## src/rtl/evq_pkg.sv

```systemverilog
package evq_pkg;
  localparam int unsigned ADDR_W = 3;
  localparam int unsigned NPAIR  = 3;
  localparam int unsigned PAIR_A = 0;
  localparam int unsigned PAIR_B = 1;
  localparam int unsigned PAIR_P = 2;

  typedef enum logic [ADDR_W-1:0] {
    REG_A_PAT = 3'd0,
    REG_A_MSK = 3'd1,
    REG_B_PAT = 3'd2,
    REG_B_MSK = 3'd3,
    REG_P_PAT = 3'd4,
    REG_P_MSK = 3'd5,
    REG_EMU   = 3'd6,
    REG_CTL   = 3'd7
  } reg_addr_e;

  // bit 3 trigger-event enable, bit 2 pause-event enable,
  // bit 1 emulation select, bit 0 ordered mode
  typedef struct packed {
    logic trig_evt_en;
    logic pause_evt_en;
    logic emu_sel;
    logic ordered;
  } ctl_t;
endpackage

```

## src/rtl/evq_sync.sv

```systemverilog
module evq_sync #(
  parameter int W      = 16,
  parameter int STAGES = 2
) (
  input  logic         clk,
  input  logic         rst,
  input  logic [W-1:0] d,
  output logic [W-1:0] q
);
  logic [W-1:0] stg [STAGES];

  for (genvar s = 0; s < STAGES; s++) begin : g_stg
    if (s == 0) begin : g_first
      always_ff @(posedge clk) begin
        if (rst) stg[s] <= '0;
        else     stg[s] <= d;
      end
    end else begin : g_next
      always_ff @(posedge clk) begin
        if (rst) stg[s] <= '0;
        else     stg[s] <= stg[s-1];
      end
    end
  end

  assign q = stg[STAGES-1];
endmodule

```

## src/rtl/evq_regs.sv

```systemverilog
module evq_regs
  import evq_pkg::*;
#(
  parameter int W = 16
) (
  input  logic                       clk,
  input  logic                       rst,
  input  logic                       wr_en,
  input  logic [ADDR_W-1:0]          wr_addr,
  input  logic [W-1:0]               wr_data,
  output logic [NPAIR-1:0][W-1:0]    pat,
  output logic [NPAIR-1:0][W-1:0]    msk,
  output logic [W-1:0]               emu_val,
  output ctl_t                       ctl
);
  localparam logic [ADDR_W-1:0] EMU_ADDR = ADDR_W'(2 * NPAIR);
  localparam logic [ADDR_W-1:0] CTL_ADDR = ADDR_W'(2 * NPAIR + 1);

  for (genvar k = 0; k < NPAIR; k++) begin : g_pair
    localparam logic [ADDR_W-1:0] PAT_ADDR = ADDR_W'(2 * k);
    localparam logic [ADDR_W-1:0] MSK_ADDR = ADDR_W'(2 * k + 1);
    always_ff @(posedge clk) begin
      if (rst) begin
        pat[k] <= '0;
        msk[k] <= '0;
      end else if (wr_en) begin
        if (wr_addr == PAT_ADDR) pat[k] <= wr_data;
        if (wr_addr == MSK_ADDR) msk[k] <= wr_data;
      end
    end
  end

  always_ff @(posedge clk) begin
    if (rst) begin
      emu_val <= '0;
      ctl     <= '0;
    end else if (wr_en) begin
      if (wr_addr == EMU_ADDR) emu_val <= wr_data;
      if (wr_addr == CTL_ADDR) ctl     <= ctl_t'(wr_data[$bits(ctl_t)-1:0]);
    end
  end
endmodule

```

## src/rtl/evq_match.sv

```systemverilog
module evq_match #(
  parameter int W = 16
) (
  input  logic [W-1:0] bus,
  input  logic [W-1:0] pat,
  input  logic [W-1:0] msk,
  output logic         hit
);
  logic [W-1:0] diff;
  always_comb begin
    diff = (bus ^ pat) & ~msk;
    hit  = (diff == '0);
  end
endmodule

```

## src/rtl/evq_seq.sv

```systemverilog
module evq_seq (
  input  logic clk,
  input  logic rst,
  input  logic en,
  input  logic ordered,
  input  logic hit_a,
  input  logic hit_b,
  input  logic direct,
  output logic trig_pulse
);
  logic armed;
  logic cond_d;
  logic evt_fire;
  logic cond;

  always_comb begin
    if (!en)          evt_fire = 1'b0;
    else if (ordered) evt_fire = armed & hit_b;
    else              evt_fire = hit_a | hit_b;
    cond = evt_fire | direct;
  end

  always_ff @(posedge clk) begin
    if (rst) begin
      armed      <= 1'b0;
      cond_d     <= 1'b0;
      trig_pulse <= 1'b0;
    end else begin
      cond_d     <= cond;
      trig_pulse <= cond & ~cond_d;
      if (!(en && ordered))   armed <= 1'b0;
      else if (armed && hit_b) armed <= 1'b0;
      else if (hit_a)          armed <= 1'b1;
    end
  end

  // leaving ordered mode or disabling events drops the armed state
  a_r4_disarm_off: assert property (@(posedge clk) disable iff (rst)
    !(en && ordered) |=> !armed);

  // a pulse never lasts two cycles
  a_r5_single_pulse: assert property (@(posedge clk) disable iff (rst)
    trig_pulse |=> !trig_pulse);
endmodule

```

## src/rtl/evq_top.sv

```systemverilog
module evq_top
  import evq_pkg::*;
#(
  parameter int EVT_W       = 16,
  parameter int SYNC_STAGES = 2
) (
  input  logic              clk,
  input  logic              rst,
  input  logic [EVT_W-1:0]  ext_evt,
  input  logic              sw_trig,
  input  logic              ext_trig_pin,
  input  logic              star_trig,
  input  logic              line_trig,
  input  logic              sw_pause,
  input  logic              ext_pause_pin,
  input  logic              line_pause,
  input  logic              wr_en,
  input  logic [ADDR_W-1:0] wr_addr,
  input  logic [EVT_W-1:0]  wr_data,
  output logic              trig_out,
  output logic              pause_out
);
  logic [EVT_W-1:0]            evt_sync;
  logic [EVT_W-1:0]            evt_bus;
  logic [NPAIR-1:0][EVT_W-1:0] pat;
  logic [NPAIR-1:0][EVT_W-1:0] msk;
  logic [EVT_W-1:0]            emu_val;
  ctl_t                        ctl;
  logic [NPAIR-1:0]            hit;
  logic                        trig_direct;
  logic                        pause_cond;
  logic                        pause_q;

  evq_sync #(.W(EVT_W), .STAGES(SYNC_STAGES)) u_sync (
    .clk (clk),
    .rst (rst),
    .d   (ext_evt),
    .q   (evt_sync)
  );

  evq_regs #(.W(EVT_W)) u_regs (
    .clk     (clk),
    .rst     (rst),
    .wr_en   (wr_en),
    .wr_addr (wr_addr),
    .wr_data (wr_data),
    .pat     (pat),
    .msk     (msk),
    .emu_val (emu_val),
    .ctl     (ctl)
  );

  assign evt_bus = ctl.emu_sel ? emu_val : evt_sync;

  for (genvar k = 0; k < NPAIR; k++) begin : g_cmp
    evq_match #(.W(EVT_W)) u_match (
      .bus (evt_bus),
      .pat (pat[k]),
      .msk (msk[k]),
      .hit (hit[k])
    );
  end

  assign trig_direct = sw_trig | ext_trig_pin | star_trig | line_trig;

  evq_seq u_seq (
    .clk        (clk),
    .rst        (rst),
    .en         (ctl.trig_evt_en),
    .ordered    (ctl.ordered),
    .hit_a      (hit[PAIR_A]),
    .hit_b      (hit[PAIR_B]),
    .direct     (trig_direct),
    .trig_pulse (trig_out)
  );

  assign pause_cond = sw_pause | ext_pause_pin | line_pause
                    | (ctl.pause_evt_en & hit[PAIR_P]);

  always_ff @(posedge clk) begin
    if (rst) pause_q <= 1'b0;
    else     pause_q <= pause_cond;
  end

  assign pause_out = pause_q;

  // both requests are low in the cycle after reset
  a_r1_reset_quiet: assert property (@(posedge clk)
    rst |=> (!trig_out && !pause_out));

  // any direct pause input raises the pause level one cycle later
  a_r7_direct_pause: assert property (@(posedge clk) disable iff (rst)
    (sw_pause || ext_pause_pin || line_pause) |=> pause_out);
endmodule

```

## config.mk

```make
export PLATFORM = sky130hd
export DESIGN_NAME = evq_top
export DESIGN_NICKNAME = d
export VERILOG_FILES = /design/src/rtl/evq_pkg.sv /design/src/rtl/evq_sync.sv /design/src/rtl/evq_regs.sv /design/src/rtl/evq_match.sv /design/src/rtl/evq_seq.sv /design/src/rtl/evq_top.sv
export SDC_FILE = /design/constraint.sdc
export NUM_CORES = 1
export LEC_CHECK = 0
export ABC_AREA = 1
export BUFFER_PORTS_ARGS = -buffer_cell sky130_fd_sc_hd__buf_4
export CORE_ASPECT_RATIO = 1.75
export CORE_MARGIN = 3
export CORE_UTILIZATION = 55
export DETAILED_ROUTE_END_ITERATION = 16
export GPL_TIMING_DRIVEN = 0
export PLACE_DENSITY = 0.77
export SETUP_SLACK_MARGIN = 0.3
export SLEW_MARGIN = 40
export SYNTH_ARGS = -nofsm -noshare
export SYNTH_HDL_FRONTEND = slang
export SYNTH_SLANG_ARGS = --single-unit
export TNS_END_PERCENT = 100
```

## constraint.sdc

```tcl
create_clock -name clk -period 2.19 [get_ports clk]
set_input_delay 0.1095 -clock clk [delete_from_list [all_inputs] [get_ports clk]]
set_output_delay 0.1095 -clock clk [all_outputs]
set_load 0.02 [all_outputs]
```

==> flow_results.org <==
** Timing
- Dividing the final minimum period by the clock period gives 0.8578.
- Max_slew headroom :: 0.4936
- For the finished layout, the period the worst path requires is 1879 ps.
- Setup repair after global routing could not meet its margin everywhere.
- Between clock sinks in the finished design, the worst skew comes to 8.087 ps.
- For this run, the top clock speed supported by timing is ~530 MHz.
- The number of endpoints with negative hold slack in the final report came to 0.
- After routing, the total negative slack on setup checks comes to 0 ps.
- Final Max Tran Viols :: 0
- Setup violations remaining at the end of the flow were counted as 0.
- For the pin with the worst max-slew slack, the measured transition is between 700 and 800 ps.

** Critical path
- The critical path is of the reg2reg type.
- Required arrival time at the worst endpoint :: around 2600 ps
- STA classifies the critical path endpoint as a register.
- STA classifies the critical path startpoint as a register.
- STA puts the critical path data arrival time at between 2000 and 2500 ps.
- Largest fanout on the critical path :: 5

** Global routing
- GRT Util Overall :: 0.3086
- Vias in the first global route :: 5,920
- Initial antenna violation count :: 0
- Global routing finished with a remaining overflow of 0.
- Entering global routing, the biggest net connects 17 pins.
- The first global-routing pass estimated between 20,000 and 30,000 µm of wire.

** Die
- Die area :: roughly 0.013 mm²
- The die is about 150 µm tall.
- For this design the top-level I/O count stands at 47.
- Number of rows in the core area :: between 50 and 60
- Initial core utilization :: 0.5624
- Horiz. Die Dim :: around 87 µm
- Area of the placeable core :: roughly 0.011 mm²

** Drt
- Via count :: about 6,200
- WL/cell :: about 17 µm
- Once detail routing completed, the nets flagged for antenna violations numbered 0.
- For this run, design rule violations remaining after detail routing come to 0.
- First-pass iteration count of the detailed router :: 6
- The final layout contains routed wiring with a total length of between 15,000 and 20,000 µm.
- Drt first-iter violations :: approximately 600
- Average vias per placed instance :: 5.576

** Clock tree
- CTS Root Buffer Type :: sky130_fd_sc_hd__clkbuf_16
- For the worst-skew pair, the clock arrives at the later sink with an insertion delay of roughly 420 ps.
- Reg clk slew, reported paths :: about 60 ps
- The clock drives 152 sinks.
- The number of clock buffers added by TritonCTS is 17.
- TritonCTS built the clock tree.
- The clock passes through at most 2 buffers.
- H-tree levels :: 4

** Placed design
- Summing all placed instances gives a cell area of about 0.0068 mm².
- Final weighted congestion of routability-driven global placement :: about 0.95
- The wire-length estimate of the detail-placed layout is about 13,000 µm.
- Number of port buffers :: 45

** Yosys
- For this run, the number of Yosys warnings is 0.
- Of the total synthesized cell area, the portion taken by AND, OR, NAND and NOR gates is 0.2405.
- After synthesis the netlist holds a flip-flop and latch count of around 150.
- The number of nets in the synthesized netlist is just over 900.
- After synthesis, the largest family of logic cells by area is simple AND/OR/NAND/NOR gates.
- In this run the cell area of the synthesized design comes to approximately 0.0063 mm².
- Sequential-to-total area share from yosys stat :: 0.4846
- Adder-cell share of the synthesized area :: 0
- The fraction of the mapped netlist area in compound gates came to 0.1658.
- Each instance of the synthesized netlist takes up on average between 7 and 8 µm².
- Mux cell area share after synthesis :: 0
- Cell count after synthesis :: just under 900
- Post-synthesis xor/xnor area fraction :: 0.006974
- Synthesis instantiated 28 different standard cells from the library.

** Power and ir drop
- Power dissipated by switching net loads :: 1726 µW
- Switching part of the total :: 0.2620
- The analysis attributes to cell leakage a power of approximately 0.0034 µW.
- Cell-internal power :: about 4900 µW
- Power spread over the standard cell area amounts to ~830 mW/mm².
- VDD sags by at most approximately 0.8 mV.
- The share of total power dissipated in sequential elements is 0.443.
- The share of total power dissipated in combinational logic is 0.102.
- Clock share of power :: 0.455

** Finish
- The number of antenna diodes in the final layout is 0.
- Layout net count :: between 1,000 and 1,500
- Once layout is done, the placed cells without fillers occupy roughly 0.0079 mm².
- Layout area overhead :: 26.02%
- In the final layout, the share of cells above drive strength 1 is 0.1387.

** Run status
- The run finished with clean final reports.

** Job
- Max-cap violations in this run came to 0.

** Min path
- Worst Hold Class :: in2reg
[cell usage after synthesis, drive strengths merged]
master / n / area (µm²)
nor2: 150 / 565.6
o21bai: 4 / 30.03
a22o: 1 / 8.760
nand3b: 7 / 52.55
a21oi: 77 / 385.4
nand2: 112 / 475.5
nand4: 3 / 18.77
buf: 5 / 41.28
or2: 3 / 18.77
clkinv: 3 / 11.26
inv: 123 / 461.7
nor3: 5 / 25.02
o22ai: 1 / 6.260
and3: 2 / 12.51
xor2: 3 / 26.28
xnor2: 2 / 17.52
nand3: 66 / 335.3
clkbuf: 34 / 127.6
dfxtp: 152 / 3043
o21ai: 122 / 610.6
nor4: 1 / 6.260
[metal layers]
layer	routed length (µm)	track usage	share of wire	vias to the layer above
met3	1195	0.05892	0.062	91
met5	0	0	0	-
met1	6944	0.3480	0.36	2854
met4	1677	0.2223	0.087	0
li1	-	-	-	3000
met2	9392	0.5081	0.49	300
[worst max-delay path, cell delays in order (launching register included)]
cell and delay (ps):
sky130_fd_sc_hd__dfxtp_4 400, sky130_fd_sc_hd__inv_6 60, sky130_fd_sc_hd__clkbuf_16 170, sky130_fd_sc_hd__nand2_4 90, sky130_fd_sc_hd__nand2_4 60, sky130_fd_sc_hd__buf_4 160, sky130_fd_sc_hd__or2_1 200, sky130_fd_sc_hd__nand3b_1 80
sky130_fd_sc_hd__nand2_1 60, sky130_fd_sc_hd__nor3_2 120, sky130_fd_sc_hd__and3_1 200, sky130_fd_sc_hd__nand2_1 80, sky130_fd_sc_hd__a21oi_1 120
[stage by stage]
| stage | worst slack, ps | util | power [µW] | cells | hold slack [ps] |
|---|---|---|---|---|---|
| final | 311.5 | 0.7087 | 6587 | 1120 | 4.679 |
| after global routing | 224.6 | 0.7087 | 6782 | 1120 | 14.65 |
| after CTS | 308.6 | 0.6885 | 6543 | 1113 | 1.076 |
| after detailed placement | 277.7 | 0.6074 | 3547 | 1053 | 316.6 |
| after global placement | 269.0 | 0.6074 | 3534 | 1053 | 308.7 |
| after floorplan | 667.0 | - | 3306 | 876 | 216.5 |
[kinds of logic after synthesis]
logic type,after synthesis
AND/OR/NAND/NOR,349
AO/OA/AOI/OAI,205
flip-flops,152
buffers and inverters,165
XOR/XNOR,5
[final cells by class]
class | count | area [µm²]
Clock inverter | 15 | 177.7
Tap cell | 132 | 165.2
Buffer | 39 | 201.4
Sequential cell | 152 | 3047
Inverter | 126 | 478.0
Multi-Input combinational cell | 559 | 2731
Fill cell | 906 | 3253
Timing Repair Buffer | 80 | 688.2
Clock buffer | 17 | 425.4
[sequential cells by signal, indices dropped and copies added (netlist names)]
signal	count
u_regs.msk	48
pause_out	1
u_regs.ctl	4
u_seq.armed	1
u_seq.cond_d	1
u_regs.emu_val	16
u_seq.trig_pulse	1
u_regs.pat	48
u_sync.stg	32
[worst paths after layout]
path	startpoint	endpoint	slack, ps	cells past startpoint
max	u_regs.ctl[1]$_SDFFE_PP0P_	pause_out$_SDFF_PP0_	310	12
min	rst	u_sync.stg[1][15]$_SDFF_PP0_	5	2
max reg2reg	u_regs.ctl[1]$_SDFFE_PP0P_	pause_out$_SDFF_PP0_	310	12
min reg2reg	u_seq.cond_d$_SDFF_PP0_	u_seq.trig_pulse$_SDFF_PP0_	390	1
[power groups by stage]
stage | sequential (µW) | combinational, µW | clock [µW]
after global routing | 2930 | 737 | 3120
after detailed placement | 2980 | 571 | 0
after global placement | 2970 | 563 | 0
after CTS | 2910 | 619 | 3010
after floorplan | 2970 | 339 | 0
final | 2920 | 672 | 3000
[repair_timing]
action	4_1_cts	5_1_grt
setup buffers	0	6
hold buffers	28	0
pin swaps	0	11
endpoints found under the hold margin	42	0
gates resized for setup	7	43
setup endpoints to repair	2	3
gates cloned	0	1
[placed cells by master, fill, tap and decap left out]
cell                            instances
sky130_fd_sc_hd__a21oi_1               77
sky130_fd_sc_hd__a22o_1                 1
sky130_fd_sc_hd__and3_1                 2
sky130_fd_sc_hd__buf_1                  1
sky130_fd_sc_hd__buf_12                 2
sky130_fd_sc_hd__buf_4                 51
sky130_fd_sc_hd__buf_8                  2
sky130_fd_sc_hd__bufinv_16              2
sky130_fd_sc_hd__clkbuf_1              34
sky130_fd_sc_hd__clkbuf_16             18
sky130_fd_sc_hd__clkinv_1               3
sky130_fd_sc_hd__clkinvlp_4             3
sky130_fd_sc_hd__dfxtp_1              151
sky130_fd_sc_hd__dfxtp_4                1
sky130_fd_sc_hd__dlygate4sd3_1         28
sky130_fd_sc_hd__inv_1                122
sky130_fd_sc_hd__inv_6                  8
sky130_fd_sc_hd__inv_8                  3
sky130_fd_sc_hd__nand2_1               76
sky130_fd_sc_hd__nand2_2               22
sky130_fd_sc_hd__nand2_4               14
sky130_fd_sc_hd__nand3_1               65
sky130_fd_sc_hd__nand3_4                1
sky130_fd_sc_hd__nand3b_1               7
sky130_fd_sc_hd__nand4_1                3
sky130_fd_sc_hd__nor2_1               143
sky130_fd_sc_hd__nor2_2                 7
sky130_fd_sc_hd__nor3_1                 4
sky130_fd_sc_hd__nor3_2                 1
sky130_fd_sc_hd__nor4_1                 1
sky130_fd_sc_hd__o21ai_0              121
sky130_fd_sc_hd__o21ai_2                1
sky130_fd_sc_hd__o21bai_1               4
sky130_fd_sc_hd__o22ai_1                1
sky130_fd_sc_hd__or2_1                  2
sky130_fd_sc_hd__or2_2                  1
sky130_fd_sc_hd__xnor2_1                2
sky130_fd_sc_hd__xor2_1                 3
(Power assumes the default switching activity.)
